===== config.mk =====
export PLATFORM = sky130hd
export DESIGN_NAME = thre_qualifier
export DESIGN_NICKNAME = d
export VERILOG_FILES = /design/src/rtl/thre_qual_pkg.sv /design/src/rtl/thre_pair_tracker.sv /design/src/rtl/thre_char_timer.sv /design/src/rtl/thre_qualifier.sv
export SDC_FILE = /design/constraint.sdc
export NUM_CORES = 1
export LEC_CHECK = 0
export BUFFER_PORTS_ARGS = -buffer_cell sky130_fd_sc_hd__buf_2
export CAP_MARGIN = 5
export CELL_PAD_IN_SITES_DETAIL_PLACEMENT = 1
export CELL_PAD_IN_SITES_GLOBAL_PLACEMENT = 1
export CORE_ASPECT_RATIO = 0.7
export CORE_MARGIN = 3
export CORE_UTILIZATION = 35
export DETAILED_ROUTE_END_ITERATION = 10
export GPL_ROUTABILITY_DRIVEN = 0
export GPL_TIMING_DRIVEN = 0
export PLACE_DENSITY_LB_ADDON = 0.1
export SLEW_MARGIN = 30
export SYNTH_ARGS = -nofsm -noshare
export SYNTH_HDL_FRONTEND = slang
export SYNTH_SLANG_ARGS = --single-unit

===== constraint.sdc =====
create_clock -name clk -period 3.25 [get_ports clk]
set_clock_uncertainty 0.05 [all_clocks]
set_input_delay 0.65 -clock clk [delete_from_list [all_inputs] [get_ports clk]]
set_output_delay 0.65 -clock clk [all_outputs]
set_load 0.02 [all_outputs]

===== src/rtl/thre_qual_pkg.sv =====
package thre_qual_pkg;

    typedef enum logic [1:0] {
        ST_WAIT_EMPTY = 2'd0,
        ST_DELAY      = 2'd1,
        ST_RAISED     = 2'd2,
        ST_SERVED     = 2'd3
    } thre_state_t;

    localparam int START_BITS = 1;
    localparam int MIN_DATA   = 5;
    localparam int MAX_FRAME  = START_BITS + MIN_DATA + 3 + 1;

endpackage


===== src/rtl/thre_pair_tracker.sv =====
module thre_pair_tracker #(
    parameter int LVL_W = 5
) (
    input  logic             clk,
    input  logic             rst_n,
    input  logic             clr,
    input  logic [LVL_W-1:0] level,
    output logic             held_two
);

    localparam logic [LVL_W-1:0] PAIR = LVL_W'(2);

    always_ff @(posedge clk or negedge rst_n) begin
        if (!rst_n) begin
            held_two <= 1'b0;
        end else if (clr) begin
            held_two <= 1'b0;
        end else if (level >= PAIR) begin
            held_two <= 1'b1;
        end
    end

    assert_pair_set_R3: assert property (@(posedge clk) disable iff (!rst_n)
        $rose(held_two) |-> $past(level) >= PAIR);

endmodule


===== src/rtl/thre_char_timer.sv =====
module thre_char_timer
    import thre_qual_pkg::*;
#(
    parameter int OVS   = 16,
    parameter int CNT_W = $clog2(MAX_FRAME * OVS + 1)
) (
    input  logic       clk,
    input  logic       rst_n,
    input  logic       start,
    input  logic       abort,
    input  logic       tick,
    input  logic [1:0] word_len,
    input  logic       parity_en,
    output logic       done
);

    logic [CNT_W-1:0] cnt;
    logic             running;
    logic [CNT_W-1:0] frame_bits;
    logic [CNT_W-1:0] load_val;

    always_comb begin
        frame_bits = CNT_W'(START_BITS + MIN_DATA) + CNT_W'(word_len) + CNT_W'(parity_en);
        load_val   = frame_bits * CNT_W'(OVS);
        done       = running && tick && (cnt == CNT_W'(1));
    end

    always_ff @(posedge clk or negedge rst_n) begin
        if (!rst_n) begin
            cnt     <= '0;
            running <= 1'b0;
        end else if (start) begin
            cnt     <= load_val;
            running <= 1'b1;
        end else if (abort) begin
            running <= 1'b0;
        end else if (running && tick) begin
            cnt <= cnt - CNT_W'(1);
            if (cnt == CNT_W'(1)) begin
                running <= 1'b0;
            end
        end
    end

    assert_hold_without_tick_R9: assert property (@(posedge clk) disable iff (!rst_n)
        running && !tick && !start && !abort |=> $stable(cnt));

    assert_running_nonzero_R2: assert property (@(posedge clk) disable iff (!rst_n)
        running |-> cnt != '0);

endmodule


===== src/rtl/thre_qualifier.sv =====
module thre_qualifier
    import thre_qual_pkg::*;
#(
    parameter int FIFO_DEPTH = 16,
    parameter int OVS        = 16,
    parameter int LVL_W      = $clog2(FIFO_DEPTH + 1)
) (
    input  logic             clk,
    input  logic             rst_n,
    input  logic             fifo_en,
    input  logic [LVL_W-1:0] fifo_level,
    input  logic             thr_wr,
    input  logic             iir_rd,
    input  logic             thre_top,
    input  logic [1:0]       word_len,
    input  logic             parity_en,
    input  logic             baud_tick,
    output logic             thre_flag
);

    localparam int CNT_W = $clog2(MAX_FRAME * OVS + 1);

    thre_state_t state, nxt;
    logic en_prev;
    logic en_toggle;
    logic empty;
    logic held_two;
    logic trk_clr;
    logic tmr_start;
    logic tmr_abort;
    logic tmr_done;

    assign empty     = (fifo_level == '0);
    assign en_toggle = fifo_en ^ en_prev;

    always_ff @(posedge clk or negedge rst_n) begin
        if (!rst_n) begin
            state   <= ST_WAIT_EMPTY;
            en_prev <= 1'b1;
        end else begin
            state   <= nxt;
            en_prev <= fifo_en;
        end
    end

    always_comb begin
        nxt = state;
        unique case (state)
            ST_WAIT_EMPTY: begin
                if (empty) begin
                    if (thr_wr)        nxt = ST_SERVED;
                    else if (held_two) nxt = ST_RAISED;
                    else               nxt = ST_DELAY;
                end
            end
            ST_DELAY: begin
                if (thr_wr)        nxt = ST_SERVED;
                else if (!empty)   nxt = ST_WAIT_EMPTY;
                else if (tmr_done) nxt = ST_RAISED;
            end
            ST_RAISED: begin
                if (thr_wr || (iir_rd && thre_top)) nxt = ST_SERVED;
                else if (!empty)                    nxt = ST_WAIT_EMPTY;
            end
            ST_SERVED: begin
                if (!empty) nxt = ST_WAIT_EMPTY;
            end
            default: nxt = ST_WAIT_EMPTY;
        endcase
        if (en_toggle) begin
            nxt = ST_WAIT_EMPTY;
        end
    end

    always_comb begin
        thre_flag = (state == ST_RAISED);
        trk_clr   = en_toggle || ((state == ST_WAIT_EMPTY) && empty);
        tmr_start = (state == ST_WAIT_EMPTY) && (nxt == ST_DELAY);
        tmr_abort = (state == ST_DELAY) && (nxt != ST_DELAY);
    end

    thre_pair_tracker #(
        .LVL_W(LVL_W)
    ) u_tracker (
        .clk      (clk),
        .rst_n    (rst_n),
        .clr      (trk_clr),
        .level    (fifo_level),
        .held_two (held_two)
    );

    thre_char_timer #(
        .OVS  (OVS),
        .CNT_W(CNT_W)
    ) u_timer (
        .clk      (clk),
        .rst_n    (rst_n),
        .start    (tmr_start),
        .abort    (tmr_abort),
        .tick     (baud_tick),
        .word_len (word_len),
        .parity_en(parity_en),
        .done     (tmr_done)
    );

    assert_wr_clears_R5: assert property (@(posedge clk) disable iff (!rst_n)
        thr_wr |=> !thre_flag);

    assert_iir_clears_R6: assert property (@(posedge clk) disable iff (!rst_n)
        iir_rd && thre_top && thre_flag |=> !thre_flag);

    assert_busy_drops_R10: assert property (@(posedge clk) disable iff (!rst_n)
        fifo_level != '0 |=> !thre_flag);

    assert_rise_after_empty_R1: assert property (@(posedge clk) disable iff (!rst_n)
        $rose(thre_flag) |-> $past(fifo_level) == '0);

    assert_toggle_clears_R8: assert property (@(posedge clk) disable iff (!rst_n)
        en_toggle |=> !thre_flag && !held_two);

endmodule


Yosys cells after proc, flatten, opt, wreduce, memory -nomap -nowiden
Index checks and enable logic that the tools add are counted.
- reduce and logical (&&, ||, !) cells: 16
- bitwise gates (word level): 1
- multiplexer cells: 19
- $lt $le $gt $ge: 1
- equal/unequal tests: 7
- add/sub/neg operators: 3
- operators with widths (kind ; count):
    $mux 8 ; 3
    $mux 2 ; 9
    $eq 8x1->1 const B ; 1
    $pmux 2 s4 ; 1
    $sub 8x1->8 const B ; 1
    $logic_and 1x1->1 ; 6
    $mux 1 ; 6
    $reduce_bool 3->1 ; 2
    $ge 5x2->1 const B ; 1
    $logic_not 5->1 ; 1
    $add 3x2->4 const A ; 1
    $add 4x1->4 ; 1
    $eq 2x1->1 const B ; 2
    $eq 2x2->1 const B ; 2
    $reduce_and 2->1 ; 2
    $reduce_bool 2->1 ; 2
    $logic_not 2->1 ; 1
    $logic_or 1x1->1 ; 2
    $ne 2x1->1 const B ; 1
    $ne 2x2->1 const B ; 1
    $xor 1x1->1 ; 1
- flip-flop bits (word level): 13
- input port bits: 15
- word-level logic and storage cells: 52

Longest topological paths before layout
- depth in word-level cells: 11
- depth in mapped cells: 10
- mapped depth without buffers: 8

Cells and area by module
Synthesis repeated with hierarchy kept, for this count alone.
- cell total of the unflattened synthesis: 88
- area, all modules: 814.5 um^2
- by module, submodules not included (module ; area each (um^2) ; cells each ; instances):
    thre_char_timer ; 550.5 ; 58 ; 1
    thre_qualifier ; 225.2 ; 26 ; 1
    thre_pair_tracker ; 38.8 ; 4 ; 1

Worst setup path after synthesis
Ideal clock, no wire load.
- kind: input to register
- start: in fifo_level[4]
- end: reg u_timer.cnt[0]
- arrival time: 2178 ps
- path buffers: 2
- required time: 3075 ps
- cell stages on the path: 8
- path slack: 898 ps
- cells stage by stage: nor4_2 and2b_1 nand3_2 or3_1 buf_6 and2_4 buf_6 mux2_2
- word-level cells in the longest chain between the ends: 9
- elaborated cells on any way between the ends: 16
- RTL lines (item ; line ; source):
    start: declaration ; thre_qualifier.sv:11 ; input logic [LVL_W-1:0] fifo_level,
    $logic_not 5->1 (*) ; thre_qualifier.sv:33 ; assign empty = (fifo_level == '0);
    $mux 2 (on tied branches) ; thre_qualifier.sv:63, thre_qualifier.sv:66, thre_qualifier.sv:58 ;
    $mux 2 (on tied branches) ; thre_qualifier.sv:62, thre_qualifier.sv:57 ;
    $pmux 2 s4 (*) ; thre_qualifier.sv:48 ; unique case (state)
    $mux 2 (*) ; thre_qualifier.sv:70 ; if (en_toggle) begin
    $eq 2x1->1 / $ne 2x1->1 (equally long branches) ; thre_qualifier.sv:78, thre_qualifier.sv:79 ;
    $logic_and 1x1->1 (on tied branches) ; thre_qualifier.sv:78, thre_qualifier.sv:79 ;
    $ne 2x2->1 (no line) / $reduce_bool 2->1 (equally long branches) ; n/a ;
    $reduce_and 2->1 (no line) ; n/a ;
    end signal: assignment ; thre_char_timer.sv:33 ; cnt <= load_val;
    end signal: assignment ; thre_char_timer.sv:38 ; cnt <= cnt - CNT_W'(1);
    end: declaration ; thre_char_timer.sv:17 ; logic [CNT_W-1:0] cnt;
Every way passes the cells marked *; elsewhere a longest branch is shown, timed or not.
A chain may end at the register's enable or synchronous reset.

Worst setup path after layout
- start: reg u_timer.cnt[1]
- end: reg u_timer.cnt[7]
- word-level cells in the longest chain between the ends: 11
- elaborated cells on any way between the ends: 18
- RTL lines (item ; line ; source):
    $eq 8x1->1 ; thre_char_timer.sv:25 ; done = running && tick && (cnt == CNT_W'(1));
    $logic_and 1x1->1 ; thre_char_timer.sv:25 ;
    $mux 2 ; thre_qualifier.sv:59 ; else if (tmr_done) nxt = ST_RAISED;
    $mux 2 ; thre_qualifier.sv:58 ; else if (!empty) nxt = ST_WAIT_EMPTY;
    $mux 2 ; thre_qualifier.sv:57 ; if (thr_wr) nxt = ST_SERVED;
    $pmux 2 s4 ; thre_qualifier.sv:48 ;
    $mux 2 ; thre_qualifier.sv:70 ;
    $eq 2x1->1 / $ne 2x1->1 (equally long branches) ; thre_qualifier.sv:78, thre_qualifier.sv:79 ;
    $logic_and 1x1->1 (on tied branches) ; thre_qualifier.sv:78, thre_qualifier.sv:79 ;
    $ne 2x2->1 (no line) / $reduce_bool 2->1 (equally long branches) ; n/a ;
    $reduce_and 2->1 (no line) ; n/a ;
Several ways; a longest one is shown, not always the timed one. The select of a mux whose other input is x is not followed.

==> results.yml <==
outcome:
  status: "completed"
setup_path:
  arrival_ns: 2.63
  setup.worst_path.start_class: "flop"
  cp_num_buf_inv: 2
  crit_cells: 9
  r2r_setup_slack_ns: 0.71
  crit_type: "flop to flop"
  crit_end: "u_timer.cnt[7]"
  cp_max_fo: 10
  r2r-start: "u_timer.cnt[1]"
  cpLargestDelayFamily: "simple AND/OR/NAND/NOR gates"
  ff2ff_path_depth: 9
  worst_r2r_endpoint: "u_timer.cnt[7]"
  worstPathRequired_ns: 3.34
  cp-end-kind: "flop"
  slowest_delay_ns: 0.61
  cp_cell_sequence: "inv_1, ha_1, nor4b_1, nand4_1, nand3_2, nor4_2, buf_4, o2bb2a_1, o22a_1"
  worst_path_max_delay_cell: "nor4b_1"
  critPathLaunch: "u_timer.cnt[1]"
synth:
  synth-edff-count: 0
  syn-num-nets: 116
  synth_top_area_share_pct: 32.2
  synth_area_leaders: "dfrtp_1 32%, ha_1 5.4%, a21oi_1 3.2%"
  synth_async_sr_flop_share_pct: 100
  synth_cells: 97
  netlist_area_um2: 933
  synth_area_leader_cell: "dfrtp_1"
  synth_warnings: 0
  syn_area_per_cell_um2: 9.62
  synthDistinctLibCells: 44
  yosysSeqAreaShare_pct: 35.0
  synth_ff_type: "dfrtp_1"
  synth_seq_cells: 13
clocking:
  ctsHoldBuffers: 0
  clockRootBuffer: "clkbuf_8"
  clockBufferDepth: 2
  cts_resized: 0
  post_cts_buffers: 0
  worstSkewPairLatency_ns: 0.25
  htreeDepth: 1
  cts_tree: "built"
  path_clk_slew_ns: 0.06
  cts_num_sinks: 13
  numCtsBuffers: 3
route:
  via_per_inst: 5.41
  vias: 800
  drt-total-wl_mm: 2.32
  routedWlPerCell_um: 15.7
  drtIter0Drc: 47
  drcViolationCount: 0
  dr.pass1.iters: 4
  antenna_left: 0
sta:
  fmax_mhz: 393
  tightest_slew_ns: 0.740
  rsz0062_at_grt: "no"
  hold_viol_final: 0
  finalSetupViolCount: 0
  setup_tns_ns: 0
  period_minus_slack_ns: 2.54
  timing.slew.headroom_pct: 50.0
  worst_slack_ns: 0.707
  period_share_pct: 78.3
  drv_slew: 0
global_route:
  grt_max_degree: 14
  antenna_found_initial: 0
  grt_overflow: 0
  grt_pass1_vias: 784
  grt_util_all_layers_pct: 15.9
  grt_pass1_wl_mm: 3.92
place:
  post-place-ws_ns: 0.658
  numPortBuffers: 15
  post-dp-hpwl_mm: 1.84
die:
  dieHeight_um: 49.2
  dieArea_um2: 3330
  start_util_pct: 40.1
  rows: 14
  io_pins: 16
  coreArea_um2: 2330
  die_w_um: 67.7
pwr:
  p_per_area_nw_per_um2: 474
  peakVddDrop_v: 0.000305
  power.total_mw: 0.519
  power.leakage_nw: 0.487
final_layout:
  nNetsFinal: 136
  fill_cells: 280
  drive_gt1_share_pct: 28.4
  diodes: 0
  area_delta_synth_final_pct: 17.3
hold_path:
  hold_class: "input port to asynchronous set/reset pin"
job:
  cap_violations: 0
[cell type report]
type | count | area [um^2] | share of cell area [%]
clock buffer | 3 | 41.3 | 3.77
sequential | 13 | 327 | 29.8
tap | 32 | 40.0 | 3.66
timing repair buffer | 15 | 75.1 | 6.86
buffer | 4 | 35.0 | 3.20
clock inverter | 1 | 5.00 | 0.457
inverter | 7 | 26.3 | 2.40
multi-input combinational | 73 | 546 | 49.8
[through the flow]
stage | utilization (%) | cell area (um^2) | instances | hold WS (ns)
2_1_floorplan | - | 933 | 97 | 0.304
3_3_place_gp | 45.0 | 1050 | 144 | 0.453
3_5_place_dp | 45.0 | 1050 | 144 | 0.476
4_1_cts | 47.0 | 1090 | 148 | 0.240
5_1_grt | 47.0 | 1090 | 148 | 0.243
6_report | 47.0 | 1090 | 148 | 0.232
[cell usage in the layout, fill, tap and decap left out, drive strengths merged, types with 2 or more instances in the layout]
cell type / count
mux2: 2
o2bb2ai: 2
a32o: 2
nor3: 4
mux2i: 3
o31ai: 2
buf: 19
nand2: 5
inv: 7
o2bb2a: 3
o21ai: 3
nand3: 4
ha: 4
dfrtp: 12
nor4: 2
o22a: 3
a21oi: 6
nor2b: 3
clkbuf: 3
nor2: 5
and2: 4
[state kept, by name, summed over array words and instances (netlist names)]
register	flops
u_timer.cnt	8
state	2
u_timer.running	1
en_prev	1
u_tracker.held_two	1
[cells by family after synthesis]
logic type / Yosys count / synth area share [%]
simple gates: 34 / 21.7
compound gates: 29 / 24.8
flops: 13 / 35.0
buf+inv: 11 / 6.57
mux: 5 / 5.63
fa+ha+maj: 4 / 5.36
xor+xnor: 1 / 0.939
[synthesized netlist by cell type (3+ instances only)]
library cell	n
a21oi_1	6
and2_1	3
dfrtp_1	12
ha_1	4
inv_1	6
mux2i_1	3
nand2_1	5
nand3_1	3
nor2_1	5
nor2b_1	3
nor3_1	4
o22a_1	3
o2bb2a_1	3
[worst min path at each step]
stage                         startpoint              end  slack, ns  depth (start not counted)
after floorplan                    rst_n         state[0]       0.30                          0
after global placement    u_timer.cnt[7]   u_timer.cnt[7]       0.45                          1
after detailed placement  u_timer.cnt[3]   u_timer.cnt[3]       0.48                          1
after CTS                          rst_n   u_timer.cnt[2]       0.24                          1
after global routing               rst_n   u_timer.cnt[3]       0.24                          1
final                              rst_n  u_timer.running       0.23                          1
[layer usage]
layer / share of wire (%) / global-route usage (%)
met5: 0 / 0
met4: 1.9 / 5.72
met2: 43 / 22.0
met1: 52 / 22.7
met3: 3.2 / 5.07
[worst register-to-register path, cell delays in order, from the launching register on]
cell and delay [ns]:
dfrtp_1 0.40, inv_1 0.10, ha_1 0.15, nor4b_1 0.61, nand4_1 0.21, nand3_2 0.15
nor4_2 0.08, buf_4 0.20, o2bb2a_1 0.30, o22a_1 0.18
[power by group]
part | switching [mW] | internal (mW) | total (mW) | leakage [nW]
Sequential | 0.0267 | 0.188 | 0.215 | 0.165
Combinational | 0.0852 | 0.0706 | 0.156 | 0.297
Clock | 0.0637 | 0.0849 | 0.149 | 0.0255
Note: power is estimated with default switching activity, not from simulation.
